**config.mk**
```make
export PLATFORM = sky130hd
export DESIGN_NAME = tev_scheduler
export DESIGN_NICKNAME = d
export VERILOG_FILES = /design/src/rtl/tev_pkg.sv /design/src/rtl/tev_masks.sv /design/src/rtl/tev_order.sv /design/src/rtl/tev_flags.sv /design/src/rtl/tev_scheduler.sv
export SDC_FILE = /design/constraint.sdc
export NUM_CORES = 2
export LEC_CHECK = 0
export ABC_AREA = 1
export BUFFER_PORTS_ARGS = -buffer_cell sky130_fd_sc_hd__buf_4
export CAP_MARGIN = 20
export CORE_MARGIN = 1.5
export CORE_UTILIZATION = 43
export CTS_CLUSTER_DIAMETER = 80
export DETAILED_ROUTE_END_ITERATION = 8
export HOLD_SLACK_MARGIN = 0.03
export SYNTH_ARGS = -nofsm -noshare
export SYNTH_HDL_FRONTEND = slang
export SYNTH_SLANG_ARGS = --single-unit
```
**constraint.sdc**
```tcl
create_clock -name clk -period 7.8 [get_ports clk]
set_input_delay 2.34 -clock clk [delete_from_list [all_inputs] [get_ports clk]]
set_output_delay 2.34 -clock clk [all_outputs]
set_load 0.05 [all_outputs]
```
**src/rtl/tev_pkg.sv**
```systemverilog
package tev_pkg;
   localparam int TEV_TIME_W   = 64;
   localparam int TEV_ID_W     = 4;
   localparam int TEV_REF_W    = 16;
   localparam int TEV_DEPTH    = 16;
   localparam int TEV_CHANNELS = 4;
   localparam int TEV_TICK     = 8;

   typedef enum logic [1:0] {
      SLOT_HOLD  = 2'd0,
      SLOT_NEW   = 2'd1,
      SLOT_UPPER = 2'd2,
      SLOT_LOWER = 2'd3
   } slot_src_e;
endpackage

```
**src/rtl/tev_masks.sv**
```systemverilog
module tev_masks #(
   parameter int ID_W     = 4,
   parameter int CHANNELS = 4,
   parameter bit USE_MASK = 1'b1
) (
   input  logic                clk,
   input  logic                rst_n,
   input  logic                we,
   input  logic [ID_W-1:0]     waddr,
   input  logic [CHANNELS-1:0] wdata,
   input  logic [ID_W-1:0]     raddr,
   output logic [CHANNELS-1:0] rdata
);
   localparam int ENTRIES = 1 << ID_W;

   generate
      if (USE_MASK) begin : g_table
         logic [CHANNELS-1:0] tab [ENTRIES];
         for (genvar e = 0; e < ENTRIES; e++) begin : g_ent
            always_ff @(posedge clk or negedge rst_n) begin
               if (!rst_n) begin
                  tab[e] <= '1;
               end else if (we && (waddr == ID_W'(e))) begin
                  tab[e] <= wdata;
               end
            end
         end
         assign rdata = tab[raddr];
      end else begin : g_all
         logic unused_w;
         assign unused_w = &{1'b0, clk, rst_n, we, waddr, wdata, raddr};
         assign rdata    = '1;
      end
   endgenerate
endmodule

```
**src/rtl/tev_order.sv**
```systemverilog
module tev_order
   import tev_pkg::*;
#(
   parameter int TIME_W = 64,
   parameter int ID_W   = 4,
   parameter int REF_W  = 16,
   parameter int DEPTH  = 16,
   parameter int CNT_W  = 5
) (
   input  logic              clk,
   input  logic              rst_n,
   input  logic              ins_en,
   input  logic [TIME_W-1:0] ins_time,
   input  logic [ID_W-1:0]   ins_id,
   input  logic [REF_W-1:0]  ins_ref,
   input  logic              pop_en,
   output logic              head_valid,
   output logic [TIME_W-1:0] head_time,
   output logic [ID_W-1:0]   head_id,
   output logic [REF_W-1:0]  head_ref,
   output logic [CNT_W-1:0]  occ,
   output logic              full
);
   localparam int SLOT_W = TIME_W + ID_W + REF_W;

   logic [SLOT_W-1:0] slot_w [DEPTH];
   logic [DEPTH-1:0]  vld_w;
   logic [DEPTH-1:0]  not_after;
   logic [CNT_W-1:0]  ins_pos;
   logic [SLOT_W-1:0] new_slot;
   logic [CNT_W-1:0]  occ_q;

   assign new_slot = {ins_time, ins_id, ins_ref};

   // Entries are kept sorted, so entries not later than the new one form a prefix.
   for (genvar i = 0; i < DEPTH; i++) begin : g_cmp
      assign not_after[i] = vld_w[i] && (slot_w[i][SLOT_W-1 -: TIME_W] <= ins_time);
   end

   always_comb begin
      ins_pos = '0;
      for (int k = 0; k < DEPTH; k++) begin
         ins_pos = ins_pos + CNT_W'(not_after[k]);
      end
   end

   for (genvar i = 0; i < DEPTH; i++) begin : g_slot
      logic              v_q;
      logic [SLOT_W-1:0] d_q;
      logic              up_v;
      logic [SLOT_W-1:0] up_d;
      logic              dn_v;
      logic [SLOT_W-1:0] dn_d;
      slot_src_e         src;

      if (i == DEPTH - 1) begin : g_top
         assign up_v = 1'b0;
         assign up_d = '0;
      end else begin : g_mid
         assign up_v = vld_w[i+1];
         assign up_d = slot_w[i+1];
      end

      if (i == 0) begin : g_bot
         assign dn_v = 1'b0;
         assign dn_d = '0;
      end else begin : g_low
         assign dn_v = vld_w[i-1];
         assign dn_d = slot_w[i-1];
      end

      always_comb begin
         src = SLOT_HOLD;
         if (pop_en && ins_en) begin
            if (CNT_W'(i + 1) < ins_pos)       src = SLOT_UPPER;
            else if (CNT_W'(i + 1) == ins_pos) src = SLOT_NEW;
            else                               src = SLOT_HOLD;
         end else if (pop_en) begin
            src = SLOT_UPPER;
         end else if (ins_en) begin
            if (CNT_W'(i) < ins_pos)       src = SLOT_HOLD;
            else if (CNT_W'(i) == ins_pos) src = SLOT_NEW;
            else                           src = SLOT_LOWER;
         end
      end

      always_ff @(posedge clk or negedge rst_n) begin
         if (!rst_n) begin
            v_q <= 1'b0;
            d_q <= '0;
         end else begin
            unique case (src)
               SLOT_NEW: begin
                  v_q <= 1'b1;
                  d_q <= new_slot;
               end
               SLOT_UPPER: begin
                  v_q <= up_v;
                  d_q <= up_d;
               end
               SLOT_LOWER: begin
                  v_q <= dn_v;
                  d_q <= dn_d;
               end
               default: begin
                  v_q <= v_q;
                  d_q <= d_q;
               end
            endcase
         end
      end

      assign vld_w[i]  = v_q;
      assign slot_w[i] = d_q;
   end

   always_ff @(posedge clk or negedge rst_n) begin
      if (!rst_n) begin
         occ_q <= '0;
      end else if (ins_en && !pop_en) begin
         occ_q <= occ_q + CNT_W'(1);
      end else if (pop_en && !ins_en) begin
         occ_q <= occ_q - CNT_W'(1);
      end
   end

   assign occ        = occ_q;
   assign full       = (occ_q == CNT_W'(DEPTH));
   assign head_valid = vld_w[0];
   assign head_time  = slot_w[0][SLOT_W-1 -: TIME_W];
   assign head_id    = slot_w[0][REF_W +: ID_W];
   assign head_ref   = slot_w[0][REF_W-1:0];
endmodule

```
**src/rtl/tev_flags.sv**
```systemverilog
module tev_flags #(
   parameter int ID_W = 4
) (
   input  logic            clk,
   input  logic            rst_n,
   input  logic            ovf_evt,
   input  logic            late_evt,
   input  logic [ID_W-1:0] late_id_in,
   input  logic            clr,
   output logic            ovf_flag,
   output logic            late_flag,
   output logic            late_pulse,
   output logic [ID_W-1:0] late_id
);
   always_ff @(posedge clk or negedge rst_n) begin
      if (!rst_n) begin
         ovf_flag   <= 1'b0;
         late_flag  <= 1'b0;
         late_pulse <= 1'b0;
         late_id    <= '0;
      end else begin
         if (ovf_evt)  ovf_flag <= 1'b1;
         else if (clr) ovf_flag <= 1'b0;
         if (late_evt) late_flag <= 1'b1;
         else if (clr) late_flag <= 1'b0;
         late_pulse <= late_evt;
         if (late_evt) late_id <= late_id_in;
      end
   end
endmodule

```
**src/rtl/tev_scheduler.sv**
```systemverilog
module tev_scheduler
   import tev_pkg::*;
#(
   parameter int TIME_W   = TEV_TIME_W,
   parameter int ID_W     = TEV_ID_W,
   parameter int REF_W    = TEV_REF_W,
   parameter int DEPTH    = TEV_DEPTH,
   parameter int CHANNELS = TEV_CHANNELS,
   parameter bit USE_MASK = 1'b1
) (
   input  logic                clk,
   input  logic                rst_n,
   input  logic [TIME_W-1:0]   now_time,
   input  logic                ev_valid,
   output logic                ev_ready,
   input  logic [TIME_W-1:0]   ev_time,
   input  logic [ID_W-1:0]     ev_id,
   input  logic [REF_W-1:0]    ev_ref,
   input  logic                mask_we,
   input  logic [ID_W-1:0]     mask_id,
   input  logic [CHANNELS-1:0] mask_val,
   input  logic                clr_flags,
   output logic                act_fire,
   output logic [CHANNELS-1:0] act_trig,
   output logic [ID_W-1:0]     act_id,
   output logic [REF_W-1:0]    act_ref,
   output logic                late_pulse,
   output logic [ID_W-1:0]     late_id,
   output logic                late_flag,
   output logic                ovf_flag
);
   localparam int CNT_W = $clog2(DEPTH + 1);

   generate
      if (DEPTH < 2) begin : g_bad_depth
         $error("tev_scheduler: DEPTH must be at least 2");
      end
      if (ID_W < 1 || ID_W > 8) begin : g_bad_id
         $error("tev_scheduler: ID_W must lie in 1..8");
      end
      if (CHANNELS < 1) begin : g_bad_chan
         $error("tev_scheduler: CHANNELS must be at least 1");
      end
      if (TIME_W < 8) begin : g_bad_time
         $error("tev_scheduler: TIME_W too small");
      end
   endgenerate

   logic              head_valid;
   logic [TIME_W-1:0] head_time;
   logic [ID_W-1:0]   head_id;
   logic [REF_W-1:0]  head_ref;
   logic [CNT_W-1:0]  occ;
   logic              store_full;
   logic              due;
   logic              take;
   logic              is_late;
   logic              store_en;
   logic [CHANNELS-1:0] head_mask;

   assign ev_ready = !store_full;
   assign take     = ev_valid && ev_ready;
   assign is_late  = ev_time < now_time;
   assign store_en = take && !is_late;
   assign due      = head_valid && (now_time >= head_time);

   tev_order #(
      .TIME_W (TIME_W),
      .ID_W   (ID_W),
      .REF_W  (REF_W),
      .DEPTH  (DEPTH),
      .CNT_W  (CNT_W)
   ) u_order (
      .clk        (clk),
      .rst_n      (rst_n),
      .ins_en     (store_en),
      .ins_time   (ev_time),
      .ins_id     (ev_id),
      .ins_ref    (ev_ref),
      .pop_en     (due),
      .head_valid (head_valid),
      .head_time  (head_time),
      .head_id    (head_id),
      .head_ref   (head_ref),
      .occ        (occ),
      .full       (store_full)
   );

   tev_masks #(
      .ID_W     (ID_W),
      .CHANNELS (CHANNELS),
      .USE_MASK (USE_MASK)
   ) u_masks (
      .clk   (clk),
      .rst_n (rst_n),
      .we    (mask_we),
      .waddr (mask_id),
      .wdata (mask_val),
      .raddr (head_id),
      .rdata (head_mask)
   );

   tev_flags #(
      .ID_W (ID_W)
   ) u_flags (
      .clk        (clk),
      .rst_n      (rst_n),
      .ovf_evt    (ev_valid && !ev_ready),
      .late_evt   (take && is_late),
      .late_id_in (ev_id),
      .clr        (clr_flags),
      .ovf_flag   (ovf_flag),
      .late_flag  (late_flag),
      .late_pulse (late_pulse),
      .late_id    (late_id)
   );

   always_ff @(posedge clk or negedge rst_n) begin
      if (!rst_n) begin
         act_fire <= 1'b0;
         act_trig <= '0;
         act_id   <= '0;
         act_ref  <= '0;
      end else begin
         act_fire <= due;
         act_trig <= due ? head_mask : '0;
         if (due) begin
            act_id  <= head_id;
            act_ref <= head_ref;
         end
      end
   end
endmodule

```
# ---- After elaboration in Yosys (flattened, before gate mapping)
# Cells that the tools add are included.
dict set report totals {
  ff_bits 1461
  output_inout_bits 33
}
dict set report classes {
  n_addsub 17
  magnitude_cmp 36
  n_eq_ne 80
  n_mux 153
  bitwise_logic 1
  reduce_logical 65
}
# cell n
set op_table {}
lappend op_table {{$pmux 84 s3} 16}
lappend op_table {{$le 64x64->1} 16}
lappend op_table {{$mux 2} 96}
lappend op_table {{$add 5x1->5} 14}
lappend op_table {{$eq 2x2->1 const B} 32}
lappend op_table {{$ge 64x64->1} 1}
lappend op_table {{$lt 64x64->1} 1}
lappend op_table {{$pmux 1 s3} 16}
lappend op_table {{$reduce_bool 3->1} 16}
lappend op_table {{$eq 4x5->1 const A} 8}
lappend op_table {{$logic_and 1x1->1} 40}
lappend op_table {{$lt 4x5->1 const A} 8}
lappend op_table {{$eq 2x1->1 const B} 16}
lappend op_table {{$eq 4x4->1 const B} 8}
lappend op_table {{$eq 3x5->1 const A} 4}
lappend op_table {{$lt 3x5->1 const A} 4}
lappend op_table {{$mux 1} 19}
lappend op_table {{$bmux 4 s4} 1}
lappend op_table {{$eq 4x3->1 const B} 4}
lappend op_table {{$mux 4} 3}
lappend op_table {{$eq 2x5->1 const A} 2}
lappend op_table {{$lt 1x5->1 const A} 2}
lappend op_table {{$lt 2x5->1 const A} 2}
lappend op_table {{$mux 5} 2}
lappend op_table {{15 further kinds} 21}

# ---- Depth between registers and ports, before layout
dict set report logic_depth {
  depth_word 25
  depth_mapped 45
  mapped_depth_nobuf 43
}

# ---- By module
# Synthesis repeated with hierarchy kept, for this count alone.
dict set report hier_totals {
  hier_cells 15014
  hier_area_um2 106936.3
}
# mod instances cells_each area_each_um2 seq_area_each_um2
set by_module_without_submodules {}
lappend by_module_without_submodules {tev_order 1 13941 99195.1 34157.8}
lappend by_module_without_submodules {tev_scheduler 1 626 4290.4 625.6}
lappend by_module_without_submodules {tev_masks 1 421 3204.3 1681.6}
lappend by_module_without_submodules {tev_flags 1 26 246.5 175.2}

# ---- Least setup slack after synthesis
# OpenSTA, ideal clock, no wires.
dict set report synth_timing {
  path_kind {input -> register}
  start {in ev_time[60]}
  end {reg u_order.g_slot[15].d_q[64]}
  setup_ns 0.083
  arrival_time_ns 9.443
  required_ns 7.717
  setup_slack_ns -1.725
  path_stages 35
  n_path_buf 5
  path_cell_list {clkbuf_1 -> clkbuf_1 -> inv_1 -> ha_1 -> nand4_1 -> nor3_1 -> nand2_1 -> nor4b_1 -> nand2_1 -> nand4_1 -> a21boi_0 -> ha_1 -> inv_1 -> fa_1 -> fa_1 -> fa_1 -> inv_1 -> fa_1 -> fa_1 -> inv_1 -> fa_1 -> nor2_1 -> inv_1 -> nor2_1 -> inv_1 -> nor2_1 -> nor2_1 -> nand3_1 -> nand2_1 -> a21oi_2 -> buf_2 -> buf_2 -> buf_2 -> nand2_1 -> o21ai_0}
}
dict set report synth_via {
  elab_chain_cells 25
  elab_cells_between_ends 67
  cone_classes {add/sub (15); order compare (19); eq/ne (5); mux (8); reduce/logical (20)}
}
# item line_no
set synth_lines {}
lappend synth_lines {{from (decl)} tev_scheduler.sv:16} ;# input logic [TIME_W-1:0] ev_time,
lappend synth_lines {{branches (longest 22 deep; another with $le 64x64->1)} --}
lappend synth_lines {{$mux 2 *} tev_order.sv:74} ;# if (pop_en && ins_en) begin
lappend synth_lines {{$eq 2x2->1 / $eq 2x1->1 (equally long branches)} tev_order.sv:92} ;# unique case (src)
lappend synth_lines {{$pmux 84 s3 / $reduce_bool 3->1 (equally long branches)} --}
lappend synth_lines {{to (signal assigned)} tev_order.sv:95} ;# d_q <= new_slot;
lappend synth_lines {{to (signal assigned)} tev_order.sv:99} ;# d_q <= up_d;
lappend synth_lines {{to (signal assigned)} tev_order.sv:103} ;# d_q <= dn_d;
lappend synth_lines {{to (decl)} tev_order.sv:49} ;# logic [SLOT_W-1:0] d_q;
# Mark *: on every way between the ends.
# A chain may end at the register's enable or synchronous reset.

# ---- Worst setup path after layout
dict set report layout_timing {
  start {in ev_time[1]}
  end {reg u_order.g_slot[15].d_q[78]}
}
# The elaborated chain is that of the path after synthesis.

==> flow_summary.json <==
{
  "status": "finished with violations",
  "regToRegStartpoint": "u_order.g_slot[0].d_q[20]",
  "cts_root_buffer": "clkbuf_16",
  "cp-start-kind": "input pin",
  "dieArea_mm2": 0.234,
  "numCtsBuffers": 178,
  "clockBufferDepth": 3,
  "finalHoldViolations": 0,
  "met2_length_mm": 199,
  "fillers": 21000,
  "finalClockSkew_ns": 0.0399,
  "cts.clk_slew.worst_paths_ns": 0.06,
  "syn2layout_area_growth_pct": 26.8,
  "die_h_um": 484,
  "cp_num_buf_inv": 16,
  "layout_setup_ws_ns": -1.69,
  "grt_max_degree": 161,
  "critical_path.top_delay_family": "adder cells",
  "holdWs_ns": 0.481,
  "drtAntennaViolNets": 0,
  "path_class": "input pin to flip-flop",
  "seq_area_mm2": 0.0366,
  "dpl-instance-area_mm2": 0.115,
  "dr_wl_met3_mm": 46.3,
  "drc": 0,
  "yosysSeqAreaShare": 0.368,
  "drive_gt1_frac": 0.173,
  "critical-path-max-stage-delay_ns": 0.56,
  "cap_violations": 0,
  "ff2ff_path_depth": 42,
  "synthFlopType": "dfrtp_1",
  "synth_edf_count": 0,
  "slowest_stage": "nand4_1",
  "portBuffers": 193,
  "drv_slew": 0,
  "r2r_end": "u_order.g_slot[14].up_d[78]",
  "gp_congestion": 0.998,
  "dp_hpwl_mm": 320,
  "synth_nets": 14000,
  "multi_input_area_mm2": 0.0586,
  "cts_sinks": 1461,
  "track_usage": 0.364,
  "clock_latency_ns": 0.88,
  "hold_start": "u_order.g_slot[0].d_q[11]",
  "yosysTopAreaCell": "dfrtp_1",
  "violations": "setup timing",
  "hold_depth": 2,
  "io_pins": 194,
  "grt_overflow": 0,
  "fin_crit_ns": 9.49,
  "viasPerCell": 6.22,
  "grt_pass1_vias": 101000,
  "hold_class": "flip-flop to flip-flop",
  "via_count": 105000,
  "ff2ff_setup_slack_ns": -0.49,
  "max_freq_mhz": 105,
  "yosysUniqueCellTypes": 56,
  "yosys-top-cells-area": "dfrtp_1 (35%), ha_1 (15%), a21oi_1 (7.9%)",
  "grt_antenna_before_repair": 23,
  "worst-slew-pin-transition_ns": 1.08,
  "synth_seq_cells": 1461,
  "syn_area_mm2": 0.0995,
  "min_period_over_period": 1.22,
  "final_nets": 15000,
  "htreeDepth": 4,
  "end_kind": "flip-flop",
  "drt_iter0_drc": 12900,
  "grt_pass1_wl_mm": 649,
  "final_area_mm2": 0.126,
  "routed.top_layer": "met5",
  "start_util": 0.433,
  "drt-total-wl_mm": 455,
  "rsz0062_at_grt": "true",
  "max-slew-margin-rel": 0.282,
  "holdPathEnd": "u_order.g_slot[0].d_q[11]",
  "first_pass_iters": 6,
  "path_max_fanout": 5,
  "rows": 176,
  "synthDominantCellAreaShare": 0.351,
  "required_ns": 8.59,
  "cp.arrival_ns": 10.28,
  "netlist_instances": 12600,
  "finalSetupTns_ns": -2071.29,
  "die_width_um": 484,
  "avgSynthCellArea_um2": 7.88,
  "yosysWarnings": 0,
  "hold_buffers": 0,
  "wl_per_cell_um": 27.0,
  "drt-met1-wl_mm": 175,
  "setup_violations": 1360,
  "core_region_area_mm2": 0.230,
  "cts_tree": "yes",
  "async_flop_share": 1.00
}
## cell usage in the layout (no fill, tap or decap), drive strengths merged, types with 4 or more instances in the layout
cell type / synthesis / layout
dfstp: 64 / 64
o211ai: 58 / 58
buf: 407 / 1631
diode: 0 / 16
bufbuf: 0 / 10
o2111ai: 39 / 39
a32o: 6 / 6
inv: 609 / 615
a21boi: 89 / 89
clkinv: 1 / 43
o21ai: 1415 / 1415
o21a: 30 / 30
a211oi: 60 / 60
o22ai: 6 / 6
o21bai: 4 / 4
a221oi: 6 / 6
clkbuf: 417 / 288
nor2: 1844 / 1844
and3: 7 / 7
o221ai: 20 / 20
nor4b: 10 / 10
nor4: 27 / 27
nand3: 435 / 435
bufinv: 0 / 17
nor3: 105 / 105
clkinvlp: 0 / 13
a22oi: 924 / 924
ha: 1161 / 1161
a21o: 15 / 15
a31oi: 27 / 27
nand4: 119 / 119
dfrtp: 1397 / 1397
fa: 11 / 11
nand2: 1711 / 1711
a21oi: 1577 / 1577
## sequential cells by signal, indices dropped and copies added (netlist names)
name	count
u_order.g_slot.dn_d	84
u_flags.late_flag	1
act_id	4
u_order.g_slot.up_v	13
u_flags.late_pulse	1
u_order.g_slot.dn_v	1
act_fire	1
u_order.head_valid	1
u_flags.ovf_flag	1
act_trig	4
u_masks.g_table.tab	64
u_order.g_slot.d_q	168
u_order.g_slot.v_q	1
u_order.g_slot.up_d	1092
u_order.occ	5
u_flags.late_id	4
act_ref	16
## synthesized netlist by cell type, types with 16 or more instances
| cell type | instances |
|---|---|
| inv_1 | 594 |
| o21ai_0 | 1387 |
| dfstp_2 | 64 |
| a31oi_1 | 27 |
| nand4_1 | 119 |
| nand2_1 | 1692 |
| a22oi_1 | 924 |
| o21ai_1 | 28 |
| nor4_1 | 26 |
| nand2_2 | 16 |
| o21a_1 | 30 |
| o2111ai_1 | 39 |
| nor3_1 | 105 |
| o221ai_1 | 20 |
| buf_4 | 26 |
| buf_2 | 313 |
| a211oi_1 | 60 |
| ha_1 | 1161 |
| nand3_1 | 430 |
| o211ai_1 | 58 |
| a21oi_1 | 1571 |
| nor2_1 | 1817 |
| nor2_2 | 16 |
| clkbuf_1 | 417 |
| dfrtp_1 | 1397 |
| buf_1 | 61 |
| a21boi_0 | 74 |
## cells by family after synthesis
group | Yosys count | synth area share
adder cells (fa/ha/maj) | 1172 | 0.148
XOR/XNOR | 2 | 0.000176
flip-flops | 1461 | 0.368
buffers and inverters | 1434 | 0.0596
AND/OR/NAND/NOR | 4264 | 0.175
AO/OA/AOI/OAI | 4284 | 0.249
## worst max-delay path by stage
stage,from,end,slack [ns],cells after the start
after detailed placement,ev_time[1],u_order.g_slot[10].d_q[80],-3.93,42
final,ev_time[1],u_order.g_slot[14].up_d[78],-1.69,43
after global routing,ev_time[1],u_order.g_slot[10].d_q[35],-1.86,41
after floorplan,ev_time[21],u_order.g_slot[10].d_q[75],-0.82,39
after global placement,ev_time[1],u_order.g_slot[10].d_q[80],-3.98,42
after CTS,ev_time[1],u_order.g_slot[1].up_d[14],-1.51,41
## final cells by class
class | count | area share
Sequential cell | 1461 | 0.291
Clock buffer | 248 | 0.0407
Multi-Input combinational cell | 9722 | 0.465
Antenna cell | 16 | 0.000318
Clock inverter | 78 | 0.00824
Timing Repair Buffer | 1681 | 0.146
Tap cell | 3026 | 0.0300
Inverter | 610 | 0.0190
## worst reg2reg max path: cells and delay by family (launching register included)
kind            cells  cell delay (ns)
fa+ha+maj           8             3.14
simple gates       12             1.84
buf+inv            15             1.56
compound gates      7             1.28
flops               1             0.40
## stage by stage
stage          instances  utilization  worst slack, ns
6_report           16800        0.548            -1.69
5_1_grt            16800        0.548            -1.86
4_1_cts            16700        0.537            -1.51
3_5_place_dp       16300        0.499            -3.93
3_3_place_gp       16300        0.499            -3.98
2_1_floorplan      12600            -           -0.820
## routing by layer
layer / track usage / up-vias
li1: - / 46700
met1: 0.456 / 51200
met2: 0.557 / 5476
met3: 0.0939 / 1325
met4: 0.234 / 20
met5: 0 / -
## what timing repair did
action / in CTS / in global routing
cloned: 38 / 43
endpoints found under the setup margin: 1360 / 1360
pin swaps: 58 / 49
setup buffers: 58 / 46
gates resized for setup: 211 / 354
Power is not shown: default switching activity piles up to over one toggle a cycle in this logic, so the estimate is an artifact.
